## src/rtl/i2c_tick_pkg.sv

```systemverilog
package i2c_tick_pkg;

  localparam int DEF_EXP_W = 4;
  localparam int DEF_MUL_W = 7;
  localparam int DEF_SEG   = 5;

  // Last value of the prescale counter for exponent e
  function automatic int samp_limit(input int e);
    return (1 << e) - 1;
  endfunction

  // Number of sampling ticks in one SCL bit period
  function automatic int period_len(input int mul, input int seg);
    return 2 * seg * (mul + 1);
  endfunction

  // Number of sampling ticks in the low half of one bit period
  function automatic int half_len(input int mul, input int seg);
    return seg * (mul + 1);
  endfunction

endpackage

```

## src/rtl/i2c_tick_cfg_reg.sv

```systemverilog
module i2c_tick_cfg_reg #(
  parameter int CFG_W = 11
) (
  input  logic             clk,
  input  logic             rst_n,
  input  logic             wr_i,
  input  logic [CFG_W-1:0] wdata_i,
  output logic [CFG_W-1:0] cfg_o,
  output logic             restart_o
);

  logic [CFG_W-1:0] cfg_q;

  always_ff @(posedge clk or negedge rst_n) begin
    if (!rst_n) begin
      cfg_q <= '0;
    end else if (wr_i) begin
      cfg_q <= wdata_i;
    end
  end

  assign cfg_o     = cfg_q;
  // counters clear on the same edge that loads the new word
  assign restart_o = wr_i;

endmodule

```

## src/rtl/i2c_tick_prescaler.sv

```systemverilog
module i2c_tick_prescaler #(
  parameter int EXP_W = 4,
  parameter int PRE_W = 15
) (
  input  logic             clk,
  input  logic             rst_n,
  input  logic             restart_i,
  input  logic             hold_i,
  input  logic [EXP_W-1:0] exp_i,
  output logic             tick_o,
  output logic             wrap_o
);

  logic [PRE_W-1:0] cnt_q;
  logic [PRE_W-1:0] limit;

  assign limit  = PRE_W'(i2c_tick_pkg::samp_limit(int'(exp_i)));
  assign wrap_o = (cnt_q == limit);
  assign tick_o = wrap_o && !hold_i;

  always_ff @(posedge clk or negedge rst_n) begin
    if (!rst_n) begin
      cnt_q <= '0;
    end else if (restart_i) begin
      cnt_q <= '0;
    end else if (!hold_i) begin
      cnt_q <= wrap_o ? '0 : cnt_q + 1'b1;
    end
  end

endmodule

```

## src/rtl/i2c_tick_period.sv

```systemverilog
module i2c_tick_period #(
  parameter int MUL_W = 7,
  parameter int SEG   = 5,
  parameter int PER_W = 11
) (
  input  logic             clk,
  input  logic             rst_n,
  input  logic             restart_i,
  input  logic             samp_tick_i,
  input  logic [MUL_W-1:0] mul_i,
  output logic             scl_high_o,
  output logic             rise_o,
  output logic             last_o
);

  logic [PER_W-1:0] cnt_q;
  logic [PER_W-1:0] len;
  logic [PER_W-1:0] half;
  logic             at_last;
  logic             at_half;

  assign len     = PER_W'(i2c_tick_pkg::period_len(int'(mul_i), SEG));
  assign half    = PER_W'(i2c_tick_pkg::half_len(int'(mul_i), SEG));
  assign at_last = (cnt_q == len - 1'b1);
  assign at_half = (cnt_q == half - 1'b1);

  assign scl_high_o = (cnt_q >= half);
  assign rise_o     = samp_tick_i && at_half;
  assign last_o     = samp_tick_i && at_last;

  always_ff @(posedge clk or negedge rst_n) begin
    if (!rst_n) begin
      cnt_q <= '0;
    end else if (restart_i) begin
      cnt_q <= '0;
    end else if (samp_tick_i) begin
      cnt_q <= at_last ? '0 : cnt_q + 1'b1;
    end
  end

endmodule

```

## src/rtl/i2c_tick_gen.sv

```systemverilog
module i2c_tick_gen #(
  parameter int EXP_W = i2c_tick_pkg::DEF_EXP_W,
  parameter int MUL_W = i2c_tick_pkg::DEF_MUL_W,
  parameter int SEG   = i2c_tick_pkg::DEF_SEG
) (
  input  logic                   clk,
  input  logic                   rst_n,
  input  logic                   cfg_wr,
  input  logic [EXP_W+MUL_W-1:0] cfg_wdata,
  input  logic                   hold,
  output logic                   samp_tick,
  output logic                   scl_high,
  output logic                   scl_rise,
  output logic                   bit_tick
);

  localparam int CFG_W = EXP_W + MUL_W;
  localparam int PRE_W = (1 << EXP_W) - 1;
  localparam int PER_W = $clog2(2 * SEG * (1 << MUL_W));

  // named internal events, observed by the bound checker
  logic [CFG_W-1:0] cfg_q;
  logic [EXP_W-1:0] cfg_exp;
  logic [MUL_W-1:0] cfg_mul;
  logic             restart;
  logic             pre_wrap;

  i2c_tick_cfg_reg #(.CFG_W(CFG_W)) u_cfg (
    .clk       (clk),
    .rst_n     (rst_n),
    .wr_i      (cfg_wr),
    .wdata_i   (cfg_wdata),
    .cfg_o     (cfg_q),
    .restart_o (restart)
  );

  assign cfg_exp = cfg_q[EXP_W-1:0];
  assign cfg_mul = cfg_q[CFG_W-1:EXP_W];

  i2c_tick_prescaler #(.EXP_W(EXP_W), .PRE_W(PRE_W)) u_pre (
    .clk       (clk),
    .rst_n     (rst_n),
    .restart_i (restart),
    .hold_i    (hold),
    .exp_i     (cfg_exp),
    .tick_o    (samp_tick),
    .wrap_o    (pre_wrap)
  );

  i2c_tick_period #(.MUL_W(MUL_W), .SEG(SEG), .PER_W(PER_W)) u_per (
    .clk         (clk),
    .rst_n       (rst_n),
    .restart_i   (restart),
    .samp_tick_i (samp_tick),
    .mul_i       (cfg_mul),
    .scl_high_o  (scl_high),
    .rise_o      (scl_rise),
    .last_o      (bit_tick)
  );

endmodule

```

## config.mk

```make
export PLATFORM = sky130hd
export DESIGN_NAME = i2c_tick_gen
export DESIGN_NICKNAME = d
export VERILOG_FILES = /design/src/rtl/i2c_tick_pkg.sv /design/src/rtl/i2c_tick_cfg_reg.sv /design/src/rtl/i2c_tick_prescaler.sv /design/src/rtl/i2c_tick_period.sv /design/src/rtl/i2c_tick_gen.sv
export SDC_FILE = /design/constraint.sdc
export NUM_CORES = 1
export LEC_CHECK = 0
export BUFFER_PORTS_ARGS = -buffer_cell sky130_fd_sc_hd__buf_2
export CORE_ASPECT_RATIO = 2
export CORE_MARGIN = 8
export CORE_UTILIZATION = 38
export DETAILED_ROUTE_END_ITERATION = 10
export PLACE_DENSITY = 0.53
export SETUP_SLACK_MARGIN = 0.02
export SLEW_MARGIN = 20
export SYNTH_ARGS = -nofsm -noshare
export SYNTH_HDL_FRONTEND = slang
export SYNTH_SLANG_ARGS = --single-unit
```

## constraint.sdc

```tcl
create_clock -name clk -period 5.59 [get_ports clk]
set_clock_uncertainty 0.05 [all_clocks]
set_input_delay 1.3975 -clock clk [delete_from_list [all_inputs] [get_ports clk]]
set_output_delay 1.3975 -clock clk [all_outputs]
set_load 0.05 [all_outputs]
```

==> impl_summary.txt <==
----------------------------------------------------
[Timing]
  FMAX ... 189 MHz
  Setup Viol. Count Final ... 0
  Worst-case headroom to the max-slew limit ... 0.431
  Tightest Pin Transition ... 0.853 ns
  Final Slew Violations ... 0
  Share of the cycle needed by the critical path after routing ... 0.946
  Fin Setup TNS ... 0 ns
  Unrepaired setup endpoints after global routing ... true
  Minimum clock period after layout ... 5.29 ns
  Number of failing hold endpoints at the final stage ... 0

[Clock tree]
  Clock insertion delay at the later pin of the skew report ... 0.28 ns
  CTS Buf Count ... 5
  Number of levels the H-tree was split into ... 2
  Maximum clock insertion buffer count ... 2
  Root buffer cell ... sky130_fd_sc_hd__clkbuf_16
  Clock slew seen by the registers of the worst setup and hold paths ... 0.05 ns
  Clock sink count ... 37
  Clock tree from TritonCTS ... done

[Route]
  Initial DRT Pass Iterations ... 4
  Final Routed Wirelength ... 8020 um
  Detailed-route DRC error count ... 0
  Total via count after detailed routing ... 2,974
  Average wire per cell in the routed design ... 15.5 um
  Detailed router's first-iteration violation count ... 122
  Via density per instance ... 5.74
  Routed Antenna Nets ... 0

[Setup path]
  Worst flop-to-flop path startpoint ... u_cfg.cfg_o[4]
  Capture instance of the worst register-to-register path ... u_per.cnt_q[7]
  Start point of the critical path ... u_cfg.cfg_o[4]
  Critical path capture point type ... primary output
  Largest fanout of any net on the critical path ... 8
  Required time of the critical path ... 4.14 ns
  Path depth of the worst reg2reg path ... 14
  CP endpoint ... scl_rise
  Crit path DAT ... 3.84 ns
  Critical path class ... flop to primary output
  Slack of the worst reg-to-reg path ... 1.77 ns
  Sort of element at the start of the critical path ... flop

[Synth]
  Share of Yosys cell area claimed by the top area cell type ... 0.272
  Cell type with the highest aggregate area in the netlist ... sky130_fd_sc_hd__dfrtp_1
  Yosys cell types ... 58
  Mapped Cells ... 403
  Yosys warns ... 0
  Most used flip-flop cell after synthesis ... sky130_fd_sc_hd__dfrtp_1
  Commonest cells in the synthesized netlist ... sky130_fd_sc_hd__dfrtp_1, sky130_fd_sc_hd__nor2_1, sky130_fd_sc_hd__o21ai_0, sky130_fd_sc_hd__xnor2_1, sky130_fd_sc_hd__ha_1
  Synth async-reset ratio ... 1.00
  Cell area after synthesis ... 3400 um^2
  Post-Synthesis Mean Instance Area ... 8.44 um^2
  Top post-synthesis cells by area ... sky130_fd_sc_hd__dfrtp_1, sky130_fd_sc_hd__ha_1, sky130_fd_sc_hd__xnor2_1
  Flop and latch count out of synthesis ... 37
  Number of enable flip-flop cells after synthesis ... 0
  Seq/Total Area, Yosys ... 0.272
  Number of nets produced by synthesis ... 446
  Cell with the most instances after synthesis ... sky130_fd_sc_hd__dfrtp_1

[Layout]
  Share of post-route cells with drive strength above 1 ... 0.175
  Net count of the finished layout ... 458
  Share of the core filled with cells ... 0.438
  Number of antenna diodes ... 0
  Synthesis-to-layout area growth ... 13.5%

[Global routing]
  Maximum number of pins on one net before global-route repair ... 38
  Combined global-route utilization of all metal layers ... 0.127
  Number of antenna violations at the first check in global routing ... 0
  Via count of the first global-routing pass ... 2,791
  First-pass GRT wire length ... 13,400 um
  Residual overflow from global routing ... 0

[Status]
  Run status ... completed

[Job]
  # Max-Cap Violations ... 0

[Die]
  Core Region ... 8830 um^2
  Total I/O pin count ... 19
  Area of the die ... 12,400 um^2
  # rows ... 49
  Effective utilization at floorplan ... 0.385
  Die Width ... 82.9 um
  Height of the chip ... 150 um

[Placed design]
  Number of I/O port buffers ... 18
  Half-perimeter wire length after detailed placement ... 6030 um
  Final estimated routing congestion in global placement ... 0.854

[Power and ir drop]
  Total power per unit cell area ... 264 nW/um^2
  Static Leakage ... 1.67 nW
  VDD IR max ... 0.155 mV

[Min path]
  Class of the most critical hold timing path ... flop to flop

----------------------------------------------------
[metal layers]
layer  vias up  global-route usage  routed length (um)
li1       1477                   -                   -
met1      1452               0.156                3720
met2        38               0.216                3980
met3         7              0.0229                 228
met4         0              0.0442                  93
met5         -                   0                   0
[state kept, by name, indices dropped and copies added, names as in the netlist]
signal,flops
u_per.cnt_q,11
u_cfg.cfg_o,11
u_pre.cnt_q,15
[worst min path at each step]
| stage | start | end | slack (ns) | cells after the start |
|---|---|---|---|---|
| 6_report | u_pre.cnt_q[14] | u_pre.cnt_q[14] | 0.51 | 2 |
| 3_5_place_dp | u_pre.cnt_q[14] | u_pre.cnt_q[14] | 0.50 | 2 |
| 5_1_grt | u_pre.cnt_q[13] | u_pre.cnt_q[13] | 0.54 | 1 |
| 3_3_place_gp | u_pre.cnt_q[13] | u_pre.cnt_q[13] | 0.48 | 1 |
| 4_1_cts | u_pre.cnt_q[13] | u_pre.cnt_q[13] | 0.51 | 1 |
| 2_1_floorplan | u_pre.cnt_q[13] | u_pre.cnt_q[13] | 0.43 | 1 |
[through the flow]
step / setup WS, ns / hold WS, ns / total power [mW] / cells / area [um^2]
2_1_floorplan: 0.0628 / 0.431 / 0.611 / 403 / 3410
3_3_place_gp: 0.356 / 0.478 / 0.680 / 508 / 3570
3_5_place_dp: 0.258 / 0.505 / 0.691 / 508 / 3570
4_1_cts: 0.0288 / 0.513 / 0.995 / 516 / 3730
5_1_grt: -0.0193 / 0.536 / 1.09 / 518 / 3860
6_report: 0.302 / 0.509 / 1.02 / 518 / 3860
[power by group]
group	leakage (nW)	switching, mW	total [mW]	internal (mW)
registers	0.490	0.0139	0.291	0.277
clock network	0.0799	0.106	0.295	0.189
logic	1.10	0.236	0.433	0.197
total	1.67	0.356	1.02	0.663
[cell usage in the layout (no fill, tap or decap), types with 3 or more instances in the layout]
cell                         n
sky130_fd_sc_hd__nor2_1     36
sky130_fd_sc_hd__dfrtp_1    36
sky130_fd_sc_hd__nor2b_1     3
sky130_fd_sc_hd__mux2_2      9
sky130_fd_sc_hd__o211ai_1    3
sky130_fd_sc_hd__nor3b_1     3
sky130_fd_sc_hd__nand2b_1    5
sky130_fd_sc_hd__xor2_1     13
sky130_fd_sc_hd__inv_1      15
sky130_fd_sc_hd__xnor2_2     4
sky130_fd_sc_hd__o21ai_0    34
sky130_fd_sc_hd__a31oi_1     3
sky130_fd_sc_hd__ha_1       26
sky130_fd_sc_hd__and3_1     14
sky130_fd_sc_hd__a21o_1      6
sky130_fd_sc_hd__o2111ai_1   3
sky130_fd_sc_hd__nand4_1     6
sky130_fd_sc_hd__nand3_1    16
sky130_fd_sc_hd__buf_2      16
sky130_fd_sc_hd__or3_1       3
sky130_fd_sc_hd__xnor2_1    29
sky130_fd_sc_hd__a21oi_1    10
sky130_fd_sc_hd__nand2_1    24
sky130_fd_sc_hd__buf_4       7
sky130_fd_sc_hd__a211oi_1    4
sky130_fd_sc_hd__clkbuf_16   5
sky130_fd_sc_hd__nor3_2      4
sky130_fd_sc_hd__and2_1      3
sky130_fd_sc_hd__o21bai_1    4
sky130_fd_sc_hd__nor3_1     17
sky130_fd_sc_hd__mux2i_1     3
[what timing repair did]
item | in CTS | in global routing
hold buffers | 0 | 0
buffers inserted | 0 | 1
gates resized for setup | 1 | 22
setup endpoints to repair | 3 | 3
pin swaps | 0 | 1
[layout make-up]
type | count | area (um^2)
clock buffers | 7 | 153
clock inverters | 1 | 5.00
fillers | 912 | 4970
inverters | 15 | 56.3
multi-input cells | 331 | 2450
flip-flops and latches | 37 | 927
well taps | 102 | 128
repair buffers | 25 | 148
[critical path, stage by stage, from the launching register on]
cell and delay [ns]:
sky130_fd_sc_hd__dfrtp_1 0.40, sky130_fd_sc_hd__buf_4 0.18, sky130_fd_sc_hd__nand3_1 0.12, sky130_fd_sc_hd__xnor2_2 0.20
sky130_fd_sc_hd__ha_1 0.26, sky130_fd_sc_hd__ha_1 0.25, sky130_fd_sc_hd__fa_1 0.42, sky130_fd_sc_hd__a211oi_2 0.27
sky130_fd_sc_hd__o21bai_1 0.12, sky130_fd_sc_hd__nor2b_2 0.19, sky130_fd_sc_hd__nor3b_2 0.23, sky130_fd_sc_hd__and2_1 0.19
sky130_fd_sc_hd__xnor2_1 0.12, sky130_fd_sc_hd__a31oi_1 0.11, sky130_fd_sc_hd__nor4_2 0.25, sky130_fd_sc_hd__buf_4 0.23
[logic make-up (layout without fill, tap and decap cells)]
| group | count (synthesis) | count (layout) | synth area share |
|---|---|---|---|
| xor+xnor | 49 | 49 | 0.131 |
| buf+inv | 35 | 48 | 0.0449 |
| flops | 37 | 37 | 0.272 |
| compound gates | 88 | 88 | 0.166 |
| mux | 12 | 12 | 0.0386 |
| simple gates | 154 | 154 | 0.243 |
| fa+ha+maj | 28 | 28 | 0.105 |
No activity file was read; power rests on OpenSTA's default activity.
